## src/rtl/mon_pkg.sv

```systemverilog
// Shared definitions for the SRAM write timing monitor.
// Assumes: all users import this package before declaring ports.
package mon_pkg;
    localparam int CNT_W = 16;

    // One bit per timing rule; order fixed so all modules agree.
    typedef struct packed {
        logic cyc;
        logic dat;
        logic adr;
        logic pls;
    } viol_t;
endpackage

```

## src/rtl/mon_sampler.sv

```systemverilog
// Two-stage sampling register with change detection.
// Holds the current sample and the one before it, and flags a difference.
// Assumes: the input is already in the clk domain or is only observed.
module mon_sampler #(
    parameter int               W   = 8,
    parameter logic [W-1:0]     RST = '0
) (
    input  logic         clk,
    input  logic         rst_n,
    input  logic [W-1:0] din,
    output logic [W-1:0] cur,
    output logic [W-1:0] prv,
    output logic         chg
);
    // Capture the bus and keep the previous sample.
    always_ff @(posedge clk) begin
        if (!rst_n) begin
            cur <= RST;
            prv <= RST;
        end else begin
            cur <= din;
            prv <= cur;
        end
    end

    // A change means the two stored samples differ.
    assign chg = (cur != prv);
endmodule

```

## src/rtl/mon_age.sv

```systemverilog
// Saturating age counter: number of samples since the last restart.
// Assumes: after reset it starts at its maximum, so nothing is "recent".
module mon_age #(
    parameter int CW = 8
) (
    input  logic          clk,
    input  logic          rst_n,
    input  logic          restart,
    output logic [CW-1:0] age
);
    localparam logic [CW-1:0] AGE_MAX = '1;

    // Restart to zero on an event, otherwise count up and hold at the top.
    always_ff @(posedge clk) begin
        if (!rst_n)
            age <= AGE_MAX;
        else if (restart)
            age <= '0;
        else if (age != AGE_MAX)
            age <= age + 1'b1;
    end

    // Once saturated with no restart, the age must stay saturated.
    assert_age_sat_R10: assert property (@(posedge clk) disable iff (!rst_n)
        (age == AGE_MAX && !restart) |=> (age == AGE_MAX));
endmodule

```

## src/rtl/mon_enable.sv

```systemverilog
// Enable-pulse tracker: counts consecutive enable-low samples and
// detects the end of a write (enables released while W was low).
// Assumes: be_s/be_p/we_p come from mon_sampler stages.
module mon_enable #(
    parameter int NBE = 4,
    parameter int CW  = 8
) (
    input  logic           clk,
    input  logic           rst_n,
    input  logic [NBE-1:0] be_s,
    input  logic [NBE-1:0] be_p,
    input  logic           we_p,
    output logic           eow,
    output logic [CW-1:0]  low_cnt
);
    localparam logic [CW-1:0] LOW_MAX = '1;

    logic en_low_s;
    logic en_low_p;

    assign en_low_s = ~&be_s;
    assign en_low_p = ~&be_p;

    // End of write: enables were low together with W, and now all are high.
    assign eow = en_low_p & ~we_p & ~en_low_s;

    // Length of the current enable-low run, saturating.
    always_ff @(posedge clk) begin
        if (!rst_n)
            low_cnt <= '0;
        else if (!en_low_s)
            low_cnt <= '0;
        else if (low_cnt != LOW_MAX)
            low_cnt <= low_cnt + 1'b1;
    end

    // Two ends of write can never be back to back.
    assert_eow_gap_R7: assert property (@(posedge clk) disable iff (!rst_n)
        eow |=> !eow);
endmodule

```

## src/rtl/sram_wr_timing_mon.sv

```systemverilog
// SRAM write timing monitor (top).
// Samples an asynchronous SRAM write port on clk, measures enable-ended
// writes in clock samples and sets sticky flags for timing breaches.
// Assumes: thresholds are in samples, each at least 1 and below 2^AGE_W-1.
module sram_wr_timing_mon
    import mon_pkg::*;
#(
    parameter int ADDR_W    = 16,
    parameter int DATA_W    = 32,
    parameter int NBE       = 4,
    parameter int AGE_W     = 8,
    parameter int MIN_PULSE = 10,
    parameter int MIN_ADDR  = 12,
    parameter int MIN_DATA  = 7,
    parameter int MIN_CYCLE = 15
) (
    input  logic              clk,
    input  logic              rst_n,
    input  logic              clr,
    input  logic [ADDR_W-1:0] addr,
    input  logic [NBE-1:0]    be_n,
    input  logic              we_n,
    input  logic [DATA_W-1:0] data,
    output logic              flg_pulse,
    output logic              flg_addr,
    output logic              flg_data,
    output logic              flg_cycle,
    output logic [CNT_W-1:0]  wr_count
);
    localparam logic [AGE_W:0] TH_PULSE = (AGE_W+1)'(MIN_PULSE);
    localparam logic [AGE_W:0] TH_ADDR  = (AGE_W+1)'(MIN_ADDR);
    localparam logic [AGE_W:0] TH_DATA  = (AGE_W+1)'(MIN_DATA);
    localparam logic [AGE_W:0] TH_CYC   = (AGE_W+1)'(MIN_CYCLE);

    logic [ADDR_W-1:0] addr_s, addr_p;
    logic [DATA_W-1:0] data_s, data_p;
    logic [NBE-1:0]    be_s, be_p;
    logic [0:0]        we_s, we_p, clr_s, clr_p;
    logic              addr_chg, data_chg, be_chg, we_chg, clr_chg;
    logic [AGE_W-1:0]  age_a, age_d, low_cnt;
    logic              eow, wsince;
    logic [AGE_W:0]    dist_a, dist_d;
    viol_t             setv, flags;

    // Input sampling stages for each monitored signal.
    mon_sampler #(.W(ADDR_W), .RST('0)) u_s_addr (
        .clk(clk), .rst_n(rst_n), .din(addr), .cur(addr_s), .prv(addr_p), .chg(addr_chg));
    mon_sampler #(.W(DATA_W), .RST('0)) u_s_data (
        .clk(clk), .rst_n(rst_n), .din(data), .cur(data_s), .prv(data_p), .chg(data_chg));
    mon_sampler #(.W(NBE), .RST('1)) u_s_be (
        .clk(clk), .rst_n(rst_n), .din(be_n), .cur(be_s), .prv(be_p), .chg(be_chg));
    mon_sampler #(.W(1), .RST(1'b1)) u_s_we (
        .clk(clk), .rst_n(rst_n), .din(we_n), .cur(we_s), .prv(we_p), .chg(we_chg));
    mon_sampler #(.W(1), .RST(1'b0)) u_s_clr (
        .clk(clk), .rst_n(rst_n), .din(clr), .cur(clr_s), .prv(clr_p), .chg(clr_chg));

    // Ages since the last address change and the last data change.
    mon_age #(.CW(AGE_W)) u_age_a (
        .clk(clk), .rst_n(rst_n), .restart(addr_chg), .age(age_a));
    mon_age #(.CW(AGE_W)) u_age_d (
        .clk(clk), .rst_n(rst_n), .restart(data_chg), .age(age_d));

    // Enable-low run length and end-of-write detection.
    mon_enable #(.NBE(NBE), .CW(AGE_W)) u_en (
        .clk(clk), .rst_n(rst_n), .be_s(be_s), .be_p(be_p), .we_p(we_p[0]),
        .eow(eow), .low_cnt(low_cnt));

    // Distance from the last change to the current sample.
    assign dist_a = {1'b0, age_a} + 1'b1;
    assign dist_d = {1'b0, age_d} + 1'b1;

    // Rule evaluation for the current sample.
    always_comb begin
        setv.pls = eow && ({1'b0, low_cnt} < TH_PULSE);
        setv.adr = eow && (dist_a < TH_ADDR);
        setv.dat = eow && (dist_d < TH_DATA);
        setv.cyc = addr_chg && (wsince || eow) && (dist_a < TH_CYC);
    end

    // Remember whether a write ended since the last address change.
    always_ff @(posedge clk) begin
        if (!rst_n)
            wsince <= 1'b0;
        else if (addr_chg)
            wsince <= 1'b0;
        else if (eow)
            wsince <= 1'b1;
    end

    // Sticky flags: clear on a clr sample, a set in the same sample wins.
    always_ff @(posedge clk) begin
        if (!rst_n)
            flags <= '0;
        else
            flags <= (flags & ~{4{clr_s[0]}}) | setv;
    end

    // Completed-write counter, wrapping.
    always_ff @(posedge clk) begin
        if (!rst_n)
            wr_count <= '0;
        else if (eow)
            wr_count <= wr_count + 1'b1;
    end

    assign flg_pulse = flags.pls;
    assign flg_addr  = flags.adr;
    assign flg_data  = flags.dat;
    assign flg_cycle = flags.cyc;

    // The counter moves by at most one per cycle.
    assert_cnt_step_R2: assert property (@(posedge clk) disable iff (!rst_n)
        1'b1 |=> (wr_count == $past(wr_count)) || (wr_count == $past(wr_count) + 1'b1));
    // A pulse flag can only rise after an end of write.
    assert_pulse_cause_R3: assert property (@(posedge clk) disable iff (!rst_n)
        $rose(flg_pulse) |-> $past(eow));
    // The cycle flag can only rise after an address change.
    assert_cycle_cause_R6: assert property (@(posedge clk) disable iff (!rst_n)
        $rose(flg_cycle) |-> $past(addr_chg));
    // A clear with nothing to set leaves the address flag low.
    assert_clear_R8: assert property (@(posedge clk) disable iff (!rst_n)
        (clr_s[0] && !setv.adr) |=> !flg_addr);
    // Without a clear, a set data flag stays set.
    assert_sticky_R9: assert property (@(posedge clk) disable iff (!rst_n)
        (flg_data && !clr_s[0]) |=> flg_data);
endmodule

```

## config.mk

```make
export PLATFORM = sky130hd
export DESIGN_NAME = sram_wr_timing_mon
export DESIGN_NICKNAME = d
export VERILOG_FILES = /design/src/rtl/mon_pkg.sv /design/src/rtl/mon_sampler.sv /design/src/rtl/mon_age.sv /design/src/rtl/mon_enable.sv /design/src/rtl/sram_wr_timing_mon.sv
export SDC_FILE = /design/constraint.sdc
export NUM_CORES = 1
export LEC_CHECK = 0
export BUFFER_PORTS_ARGS = -buffer_cell sky130_fd_sc_hd__buf_2
export CORE_ASPECT_RATIO = 1.75
export CORE_UTILIZATION = 51
export CTS_CLUSTER_SIZE = 30
export DETAILED_ROUTE_END_ITERATION = 7
export HOLD_SLACK_MARGIN = 0.03
export PLACE_DENSITY = 0.79
export SETUP_SLACK_MARGIN = 0.3
export SLEW_MARGIN = 20
export SYNTH_ARGS = -nofsm -noshare
export SYNTH_HDL_FRONTEND = slang
export SYNTH_SLANG_ARGS = --single-unit
```

## constraint.sdc

```tcl
create_clock -name clk -period 1.6 [get_ports clk]
set_clock_uncertainty 0.1 [all_clocks]
set_input_delay 0.16 -clock clk [delete_from_list [all_inputs] [get_ports clk]]
set_output_delay 0.16 -clock clk [all_outputs]
set_load 0.005 [all_outputs]
```

## Yosys cells after proc, flatten, opt, wreduce, memory -nomap -nowiden

Index checks and enable logic that the tools add are counted.

- Logic and storage cells: 57
- Bits in registers: 152

- Mux-type cells: 4
- Reductions and logical operators: 13
- Bitwise gates (word level): 7
- Order comparisons: 4
- Add/subtract/negate cells: 6
- Eq/ne operators: 5

Operator list:

| kind | number |
|---|---|
| 2-to-1 mux 8 bit | 4 |
| != test 32 bit | 1 |
| adder 8 x 1 -> 8 bit, second input constant | 3 |
| != test 8 bit, second input constant | 3 |
| adder 8 x 1 -> 9 bit, second input constant | 2 |
| less-than comparator 9 x 4 -> 1 bit, second input constant | 2 |
| adder 16 x 1 -> 16 bit, second input constant | 1 |
| != test 16 bit | 1 |
| less-than comparator 9 x 3 -> 1 bit, second input constant | 1 |
| less-than comparator 8 x 4 -> 1 bit, second input constant | 1 |
| AND reduction 4 bit | 2 |
| logical AND 1 bit | 5 |
| bitwise AND 4 bit | 1 |
| NOT 4 bit | 1 |
| OR 4 bit | 1 |
| nonzero test 2 bit | 2 |
| OR reduction 2 bit | 2 |
| bitwise AND 1 bit | 2 |
| NOT 1 bit | 2 |
| zero test 1 bit | 1 |
| logical OR 1 bit | 1 |

## Longest topological paths before layout

Gate-level depths: netlist of the first run.

- Word-level depth: 8
- Gate-level depth with buffers: 6
- Gate-level depth less buffers: 5

## Modules after synthesis

From an unflattened synthesis of the first run, not the netlist that was laid out.

- Cells, all modules: 550
- Area, all modules: 5759.3 um2

Modules (own cells, without submodules):

| module | times used | area an instance (um2) | sequential area each (um2) | cells each |
|---|---|---|---|---|
| mon_sampler at u_s_data | 1 | 2050.7 | 1281.2 | 177 |
| sram_wr_timing_mon | 1 | 1107.3 | 420.4 | 122 |
| mon_sampler at u_s_addr | 1 | 1024.7 | 640.6 | 88 |
| mon_age | 2 | 382.9 | 160.2 | 41 |
| mon_enable | 1 | 435.4 | 160.2 | 50 |
| mon_sampler at u_s_be | 1 | 251.5 | 160.2 | 21 |
| mon_sampler at u_s_clr | 1 | 62.6 | 40.0 | 5 |
| mon_sampler at u_s_we | 1 | 61.3 | 40.0 | 5 |

## Worst setup path before layout of the first run

No wires, ideal clock.

- Kind: register -> register
- Start: register u_age_d.age[0]
- End: register u_age_d.age[0]
- Required time: 1.412 ns
- Data arrival time: 1.551 ns
- Path buffers: 1
- Clock period less this slack: 1.739 ns
- Setup slack: -0.139 ns
- Stages on the path, launching flop included: 7
- Cells stage by stage: dfxtp_1 ha_1 buf_2 nand2_1 or3_1 xnor2_1 o31ai_1

- Word-level cells in the longest chain between the ends: 3

Ends and longest elaborated chain:

| what | RTL line | source |
|---|---|---|
| start: declaration | mon_age.sv:9 | `output logic [CW-1:0] age` |
| start signal: assignment | mon_age.sv:20 | `age <= age + 1'b1;` |
| adder 8 x 1 -> 8 bit | mon_age.sv:20 |  |
| 2-to-1 mux 8 bit | mon_age.sv:19 | `else if (age != AGE_MAX)` |
| 2-to-1 mux 8 bit | mon_age.sv:17 | `else if (restart)` |

Several ways; a longest one is shown, not always the timed one. The select of a mux whose other input is x is not followed.
A chain may end at the register's enable or synchronous reset.

## Worst setup path after layout of the first run

- Start: register u_s_data.cur[29]
- End: register u_age_d.age[4]

- Word-level cells in the longest chain between the ends: 2

Ends and longest elaborated chain:

| what | RTL line | source |
|---|---|---|
| start: declaration | mon_sampler.sv:11 | `output logic [W-1:0] cur,` |
| start signal: assignment | mon_sampler.sv:21 | `cur <= din;` |
| != test 32 bit * | mon_sampler.sv:27 | `assign chg = (cur != prv);` |
| 2-to-1 mux 8 bit or nonzero test 2 bit (tied branches) | -- |  |

Mark *: on every way between the ends. The rest lies on a longest branch, timed or not.

==> results.md, run 1 <==
- Overflow after GRT: 0
- # Max-Cap Violations: 0
- Finished layout cell area: ~8300 um2
- Fin worst setup slack: -0.106 ns
- DR DRC count: 0
- Rel. slew slack: 77.2%
- Final HPWL DP: around 7100 um
- Startpoint Class: flip-flop
- Vias per cell: between 5 and 6
- FF+latch area: 3120 um2
- Initial antenna violation count: 0
- Finished Core Util: between 70% and 80%
- Pin count of the biggest net entering global routing: 83
- Worst slew pin tran: between 0.3 and 0.4 ns
- Commonest non-fill, non-tap cell in the layout: dfxtp_1
- Die ar.: between 10000 and 15000 um2
- Placer Congestion: approximately 0.78
- Syn Inst Count: 549
- RSZ-0062 raised after global routing: yes
- Async SR Flop Fraction: 0%
- Yosys cell types: 52
- CP Class: reg -> reg
- Root Driver: clkbuf_16
- Post-synthesis register bit count: 152
- Top Ports: 76
- Sum Neg Setup Slack: -0.390 ns
- Global-route wire length before repair: 20400 um
- CTS Buf Count: 17
- Worst reg2reg path depth: 4
- Period utilization: 107%
- Total number of vias: ~4600
- Seq/Total Area, Yosys: a little over half
- DP Worst Slack: -0.0617 ns
- Leak: 3.60 nW
- Hold EP: u_s_we.cur
- Starting Density: ~53%
- Layout cells sized above 1: between 30% and 40%
- Failing checks: setup timing
- Crit path max fanout: 6
- Hold/Removal Path Class: in -> reg
- Most frequent cells in the layout: 110 x dfxtp_1, 99 x and2_1, 74 x buf_2
- Worst hold stages: 3
- Crit Reg-Reg Startpoint: u_s_data.cur[29]
- Vias in the first global route: between 4000 and 5000
- Total core area: 10800 um2
- Die W: just over 80 um
- Mean Syn Cell Area: roughly 10 um2
- P&R area growth vs syn: 44.3%
- CTS H-Tree Depth: 4
- Routed Antenna Nets: 0
- TritonCTS clock tree: built
- CP Launch Point: u_s_data.cur[29]
- Required @ worst endpoint: around 1.8 ns
- Clock latency on the worst-skew pair: around 0.42 ns
- Drt total wl: roughly 13000 um
- Fill cells: around 640
- Row count: 50
- Clk buf depth: 2
- Sink Count: ~150
- Diodes inserted: 0
- Arr. time, crit path: 1.91 ns
- Syn Std Cell Area: approximately 5700 um2
- Pwr per Cell Area: between 1000 and 1500 nW/um2
- Synth warnings: 0
- Primary FF master, synth: dfxtp_1
- Setup violators final: 10
- Multi-input gate area: approximately 3000 um2
- Min-delay src: rst_n
- Number of detailed-route iterations in the first pass: 4
- Post-synth net total: around 610
- Worst R2R Setup Slack: -0.11 ns
- Tot GR Track Use: between 20 and 25%
- Die height: between 100 and 150 um
- Worst r2r dst: u_age_d.age[4]
- Worst Setup End Kind: flip-flop
- Buffers on Ports: 75
- WL per Instance: about 15 um
- Post-synth EDFFs: 0
- Tot Pwr: around 0.0086 W
- Maximum clock frequency: 586 MHz
- Iter 0 DRT Violations: between 150 and 200
- # nets final: ~790
- Clock transition at path regs: approximately 0.060 ns
- Status: finished, violations left
- Post-DP Area: roughly 6500 um2
- Period minus WS final: 1.71 ns
- Fin. Hold Viols: 0
- Worst IR drop on VDD: approximately 1200 uV
- Final Max Tran Viols: 0
flip-flops by register name, summed over array words and instances (netlist names), 4 cells and up:
| register | cells |
|---|---|
| u_age_a.age | 8 |
| u_age_d.age | 8 |
| u_en.low_cnt | 8 |
| u_s_addr.cur | 16 |
| u_s_addr.prv | 16 |
| u_s_be.cur | 4 |
| u_s_be.prv | 4 |
| u_s_data.cur | 32 |
| u_s_data.prv | 32 |
| wr_count | 16 |
worst max-delay path: stages (launching register included):
cell and delay [ns]:
dfxtp_2 0.34, xor2_2 0.18, nor4_4 0.37, nand4_4 0.21, o41ai_1 0.39
worst max-delay path by stage:
stage / end / depth (start not counted) / slack [ns]
2_1_floorplan: u_age_d.age[3] / 4 / 0.13
6_report: u_age_d.age[4] / 4 / -0.11
3_5_place_dp: u_age_d.age[3] / 4 / -0.06
4_1_cts: u_age_d.age[7] / 5 / -0.04
3_3_place_gp: u_age_d.age[5] / 4 / -0.01
5_1_grt: u_age_d.age[4] / 4 / -0.22
layer usage:
layer | track usage, % | part of all wire [%] | vias up
met2 | 43.8 | 57 | 103
met5 | 0 | 0 | -
met4 | 8.31 | 2.4 | 0
met3 | 5.90 | 2.7 | 35
li1 | - | - | 2244
met1 | 22.8 | 38 | 2202
kinds of logic (layout without fill, tap and decap cells):
| logic type | count (synthesis) | in the layout | share of synthesized area [%] |
|---|---|---|---|
| flip-flops | 152 | 152 | 53.0 |
| AND/OR/NAND/NOR | 229 | 229 | 24.9 |
| XOR/XNOR | 65 | 65 | 9.92 |
| buffers and inverters | 25 | 220 | 1.90 |
| adder cells (fa/ha/maj) | 4 | 4 | 0.872 |
| AO/OA/AOI/OAI | 67 | 67 | 8.07 |
| multiplexers | 7 | 7 | 1.31 |
synth_stat cells (8+ instances only):
master / count / share of area (%)
clkbuf_1: 14 / 0.92
o31ai_1: 8 / 1.0
nand2b_1: 14 / 1.5
nor4_2: 8 / 1.7
xor2_1: 58 / 8.9
a21oi_1: 14 / 1.2
and2_1: 100 / 11
or3_1: 8 / 0.87
o21ai_0: 18 / 1.6
nor2_1: 29 / 1.9
nand4_1: 8 / 0.87
nand2_1: 13 / 0.85
dfxtp_1: 152 / 53
nor3_1: 8 / 0.70
nand3_1: 11 / 0.96
cell type report:
class / count / area share, %
inverter: 5 / 0.227
multi-input combinational: 372 / 36.3
timing repair buffer: 183 / 17.0
clock inverter: 13 / 1.65
tap: 130 / 1.96
sequential: 152 / 37.7
clock buffer: 19 / 5.23
report_power, final:
group	switching, W	leakage, nW	internal [W]	total, W
sequential	0.000115	1.27	0.00394	0.00405
clock	0.00164	0.274	0.00219	0.00382
combinational	0.000327	2.05	0.000405	0.000732
what timing repair did:
action                                  4_1_cts  5_1_grt
hold endpoints to repair                     54        0
hold buffers                                 54        0
setup buffers                                22        8
endpoints found under the setup margin       44       46
gates cloned                                  1        0
resized for setup                            65       62
pin swaps                                    45       40
stage by stage:
stage	std cells	hold slack, ns
6_report	874	0.0603
5_1_grt	874	0.0538
4_1_cts	866	0.0505
3_5_place_dp	757	0.243
3_3_place_gp	757	0.252
2_1_floorplan	549	0.161
No activity file was read; power rests on OpenSTA's default activity.
==> inputs of run 2 (changes only) <==
CORE_UTILIZATION = 57   (was 51)
PLACE_DENSITY = 0.83   (was 0.79)
clock period = 1.85 ns   (was 1.6 ns; I/O delays follow)
==> results.md, run 2 (synthesized netlist as in run 1, its figures left out) <==
- Overflow after GRT: 0
- Initial antenna violation count: 0
- Die W: approximately 78 um
- Number of detailed-route iterations in the first pass: 4
- FF+latch area: a little over 3000 um2
- Critical path, cell by cell: xor2_1 > nor4_2 > nand4_2 > o41ai_2
- Clk buf depth: 2
- CP delay by family, top: simple AND/OR/NAND/NOR gates
- Iter 0 DRT Violations: 175
- Most frequent cells in the layout: 128 x dfxtp_1, 99 x and2_1, 75 x buf_2
- Placer Congestion: 0.824
- Worst Setup End Kind: flip-flop
- Startpoint Class: flip-flop
- Multi-input gate area: around 2800 um2
- Register share of total power: a little under half
- Starting Density: about three fifths
- Final Max Tran Viols: 0
- Leak: 3.39 nW
- Die ar.: 10500 um2
- Routed Antenna Nets: 0
- Rel. slew slack: between 70% and 80%
- # nets final: 762
- Pin count of the biggest net entering global routing: 119
- Clock Power Share: a little under half
- Layout cells sized above 1: 28.4%
- RSZ-0062 raised after global routing: yes
- Slowest cell delay on critical path: around 0.35 ns
- Total core area: slightly below 10000 um2
- Status: finished clean
- Period utilization: between 80 and 90%
- NetSw: between 0.0015 and 0.002 W
- Total number of vias: roughly 4400
- Arr. time, crit path: 1.85 ns
- Worst slew pin tran: about 0.39 ns
- Global-route wire length before repair: roughly 20000 um
- CTS H-Tree Depth: 4
- CP Class: reg -> reg
- Tot GR Track Use: 24.7%
- Required @ worst endpoint: approximately 2.1 ns
- Period minus WS final: ~1.6 ns
- DR DRC count: 0
- Gate power share: 7.5%
- Pwr per Cell Area: approximately 970 nW/um2
- TritonCTS clock tree: built
- # Max-Cap Violations: 0
- Drt total wl: 13000 um
- Row count: 48
- Sum Neg Setup Slack: 0 ns
- Worst IR drop on VDD: approximately 910 uV
- Crit path max fanout: 8
- Internal: around 0.0058 W
- Largest regs: u_s_data.cur (32), u_s_data.prv (32)
- Critical path buffers and inverters: 0
- Hold/Removal Path Class: reg -> reg
- P&R area growth vs syn: 35.4%
- Commonest non-fill, non-tap cell in the layout: dfxtp_1
- Maximum clock frequency: 617 MHz
- WL per Instance: approximately 15 um
- Die height: 135 um
- Slowest cell on crit path: o41ai_2
- Setup violators final: 0
- Vias in the first global route: 4587
- Final HPWL DP: a little under 7000 um
- Clock transition at path regs: ~0.06 ns
- Top Ports: 76
- Switching Share: a little under a quarter
- Hold WS: between 0.3 and 0.4 ns
- Fill cells: 563
- Worst R2R Setup Slack: around 0.23 ns
- CTS Buf Count: 17
- Fin. Hold Viols: 0
- Clock latency on the worst-skew pair: between 0.4 and 0.5 ns
- Root Driver: clkbuf_16
- Vias per cell: between 5 and 6
- Diodes inserted: 0
- Sink Count: 152
- Buffers on Ports: 75
==> run 2: cell types whose count changed in the layout (fill, tap and decap cells not counted), moves of 4 or more <==
cell / previous run / this run
dfxtp_1: 110 / 128
o31ai_1: 0 / 4
dfxtp_2: 33 / 17
o21ai_0: 10 / 14
buf_4: 36 / 19
nor4_4: 4 / 0
buf_6: 18 / 3
==> run 2: power by group through the flow <==
stage          registers, W  clock network [W]  logic, W
2_1_floorplan       0.00355                  0  0.000296
3_3_place_gp        0.00357                  0  0.000388
3_5_place_dp        0.00357                  0  0.000405
4_1_cts             0.00351            0.00352  0.000513
5_1_grt             0.00352            0.00367  0.000614
6_report            0.00351            0.00348  0.000563
==> run 2: layer usage <==
metal  routed length, um  part of all wire, %  global-route usage, %
met1                4690                   36                   23.4
met2                7490                   58                   48.2
met3                 424                  3.3                   5.54
met4                 352                  2.7                   12.9
met5                   0                    0                      0
==> run 2: per-stage QoR <==
stage	std cells	setup slack [ns]	util [%]	area (um2)	power [W]
floorplan	549	0.309	-	5760	0.00385
global placement	736	0.232	63.5	6260	0.00395
detailed placement	736	0.132	63.5	6260	0.00398
CTS	830	0.216	76.9	7570	0.00754
global route	840	0.165	78.9	7770	0.00781
finish	840	0.228	78.9	7770	0.00756
==> run 2: cell type report <==
type                            instances  area share (%)
Sequential cell                       152            39.8
Multi-Input combinational cell        373            35.7
Timing Repair Buffer                  153            14.4
Clock inverter                         11            1.72
Tap cell                              125            2.01
Inverter                                5           0.242
Clock buffer                           21            6.06
==> run 2: worst paths after layout <==
check	end	depth (start not counted)	startpoint
worst max-delay path	u_age_d.age[4]	4	u_s_data.prv[18]
worst min register to register	u_s_we.prv	1	u_s_we.cur
worst min-delay path	u_s_we.prv	1	u_s_we.cur
worst max register to register	u_age_d.age[4]	4	u_s_data.prv[18]
==> run 2: repair_timing <==
action                     CTS  global route
setup endpoints to repair   24            31
gates resized for setup     37            36
cloned                       1             1
hold buffers                55             0
buffers inserted             6             9
pin swaps                   13            22
hold endpoints to repair    58             0
==> inputs of run 3 (changes only) <==
RECOVER_POWER = 25   (was not set)
==> results.md, run 3 (synthesized netlist as in run 1, its figures left out) <==
- Initial antenna violation count: 0
- Drt total wl: ~13000 um
- Fin. Hold Viols: 0
- Sink Count: 152
- Status: finished clean
- Final Max Tran Viols: 0
- Pin count of the biggest net entering global routing: around 120
- Row count: 48
- WL per Instance: 15.5 um
- Worst Setup End Kind: flip-flop
- Routed Antenna Nets: 0
- Rel. slew slack: between 50 and 60%
- Die height: around 130 um
- Pwr per Cell Area: between 900 and 1000 nW/um2
- DR DRC count: 0
- Tot GR Track Use: 24.7%
- Starting Density: 58.2%
- Worst slew pin tran: roughly 0.64 ns
- RSZ-0062 raised after global routing: yes
- Total number of vias: around 4500
- Iter 0 DRT Violations: between 150 and 200
- CP Class: reg -> reg
- Placer Congestion: 0.824
- Number of detailed-route iterations in the first pass: 4
- Sum Neg Setup Slack: 0 ns
- Top Ports: between 70 and 80
- Layout cells sized above 1: 26.3%
- TritonCTS clock tree: built
- Vias in the first global route: around 4600
- Commonest non-fill, non-tap cell in the layout: dfxtp_1
- CTS H-Tree Depth: 4
- Post-DP Area: 6260 um2
- Die W: slightly below 80 um
- Die ar.: around 10000 um2
- Clock transition at path regs: roughly 0.060 ns
- Arr. time, crit path: 1.86 ns
- Period utilization: 88.4%
- Hold/Removal Path Class: reg -> reg
- Crit Reg-Reg Startpoint: u_s_data.prv[18]
- CP delay by family, top: simple AND/OR/NAND/NOR gates
- Clk buf depth: 2
- Total core area: 9850 um2
- # Max-Cap Violations: 0
- # nets final: ~760
- Root Driver: clkbuf_16
- Worst IR drop on VDD: a little over 900 uV
- P&R area growth vs syn: 34.7%
- Maximum clock frequency: approximately 610 MHz
- Slowest cell delay on critical path: 0.36 ns
- Setup violators final: 0
- Most frequent cells in the layout: 138 x dfxtp_1, 99 x and2_1, 70 x buf_2
- Overflow after GRT: 0
- Vias per cell: 5.32
- CTS Buf Count: 17
- Buffers on Ports: 75
- Critical path buffers and inverters: 0
- Period minus WS final: approximately 1.6 ns
- Startpoint Class: flip-flop
- Final HPWL DP: just under 7000 um
- CP Launch Point: u_s_data.prv[18]
- Min-delay src: u_s_we.cur
- Required @ worst endpoint: ~2.1 ns
- Largest regs: u_s_data.cur (32), u_s_data.prv (32)
- Global-route wire length before repair: around 20000 um
- Diodes inserted: 0
- Clock latency on the worst-skew pair: 0.42 ns
- Crit path max fanout: 8
- Hold WS: ~0.31 ns
- Leak: ~3.4 nW
- Tot Pwr: approximately 0.0076 W
- Slowest cell on crit path: o41ai_2
- Finished layout cell area: approximately 7700 um2
- Critical path, cell by cell: xor2_1 > nor4_2 > nand4_2 > o41ai_2
## run 3: cell types whose count changed in the layout (fill, tap and decap cells not counted), sizes merged
cell and delta:
buf -5, clkbuf +5
## run 3: power breakdown
| group | leakage (nW) | switching [W] | total, W | internal [W] |
|---|---|---|---|---|
| Clock | 0.295 | 0.00137 | 0.00349 | 0.00212 |
| Combinational | 1.81 | 0.000249 | 0.000561 | 0.000312 |
| Sequential | 1.26 | 0.000106 | 0.00352 | 0.00341 |
## run 3: what timing repair did
action,4_1_cts,5_1_grt
hold buffers,55,0
pin swaps,13,22
gates resized for setup,37,36
setup endpoints to repair,24,31
setup buffers,6,9
hold endpoints to repair,58,0
gates cloned,1,1
## run 3: metrics by stage
stage / util (%) / cells / setup WS (ns)
detailed placement: 63.5 / 736 / 0.132
global placement: 63.5 / 736 / 0.232
global route: 78.5 / 840 / 0.159
finish: 78.5 / 840 / 0.215
floorplan: - / 549 / 0.309
CTS: 76.9 / 830 / 0.216
## run 3: routing by layer
layer | GRT usage (%) | part of all wire, % | wire (um)
met4 | 12.9 | 2.6 | 334
met1 | 23.4 | 36 | 4740
met5 | 0 | 0 | 0
met2 | 48.2 | 58 | 7510
met3 | 5.54 | 3.3 | 434
## run 3: path summary, 6_finish.rpt
kind,endpoint,slack (ns),cells past startpoint
max,u_age_d.age[4],0.21,4
min,u_s_we.prv,0.31,1
max reg2reg,u_age_d.age[4],0.21,4
min reg2reg,u_s_we.prv,0.31,1
## run 3: layout make-up
cell class | count | area (um2)
Fill cell | 570 | 2120
Clock inverter | 11 | 134
Tap cell | 125 | 156
Multi-Input combinational cell | 373 | 2780
Sequential cell | 152 | 3070
Clock buffer | 21 | 470
Inverter | 5 | 18.8
Timing Repair Buffer | 153 | 1110
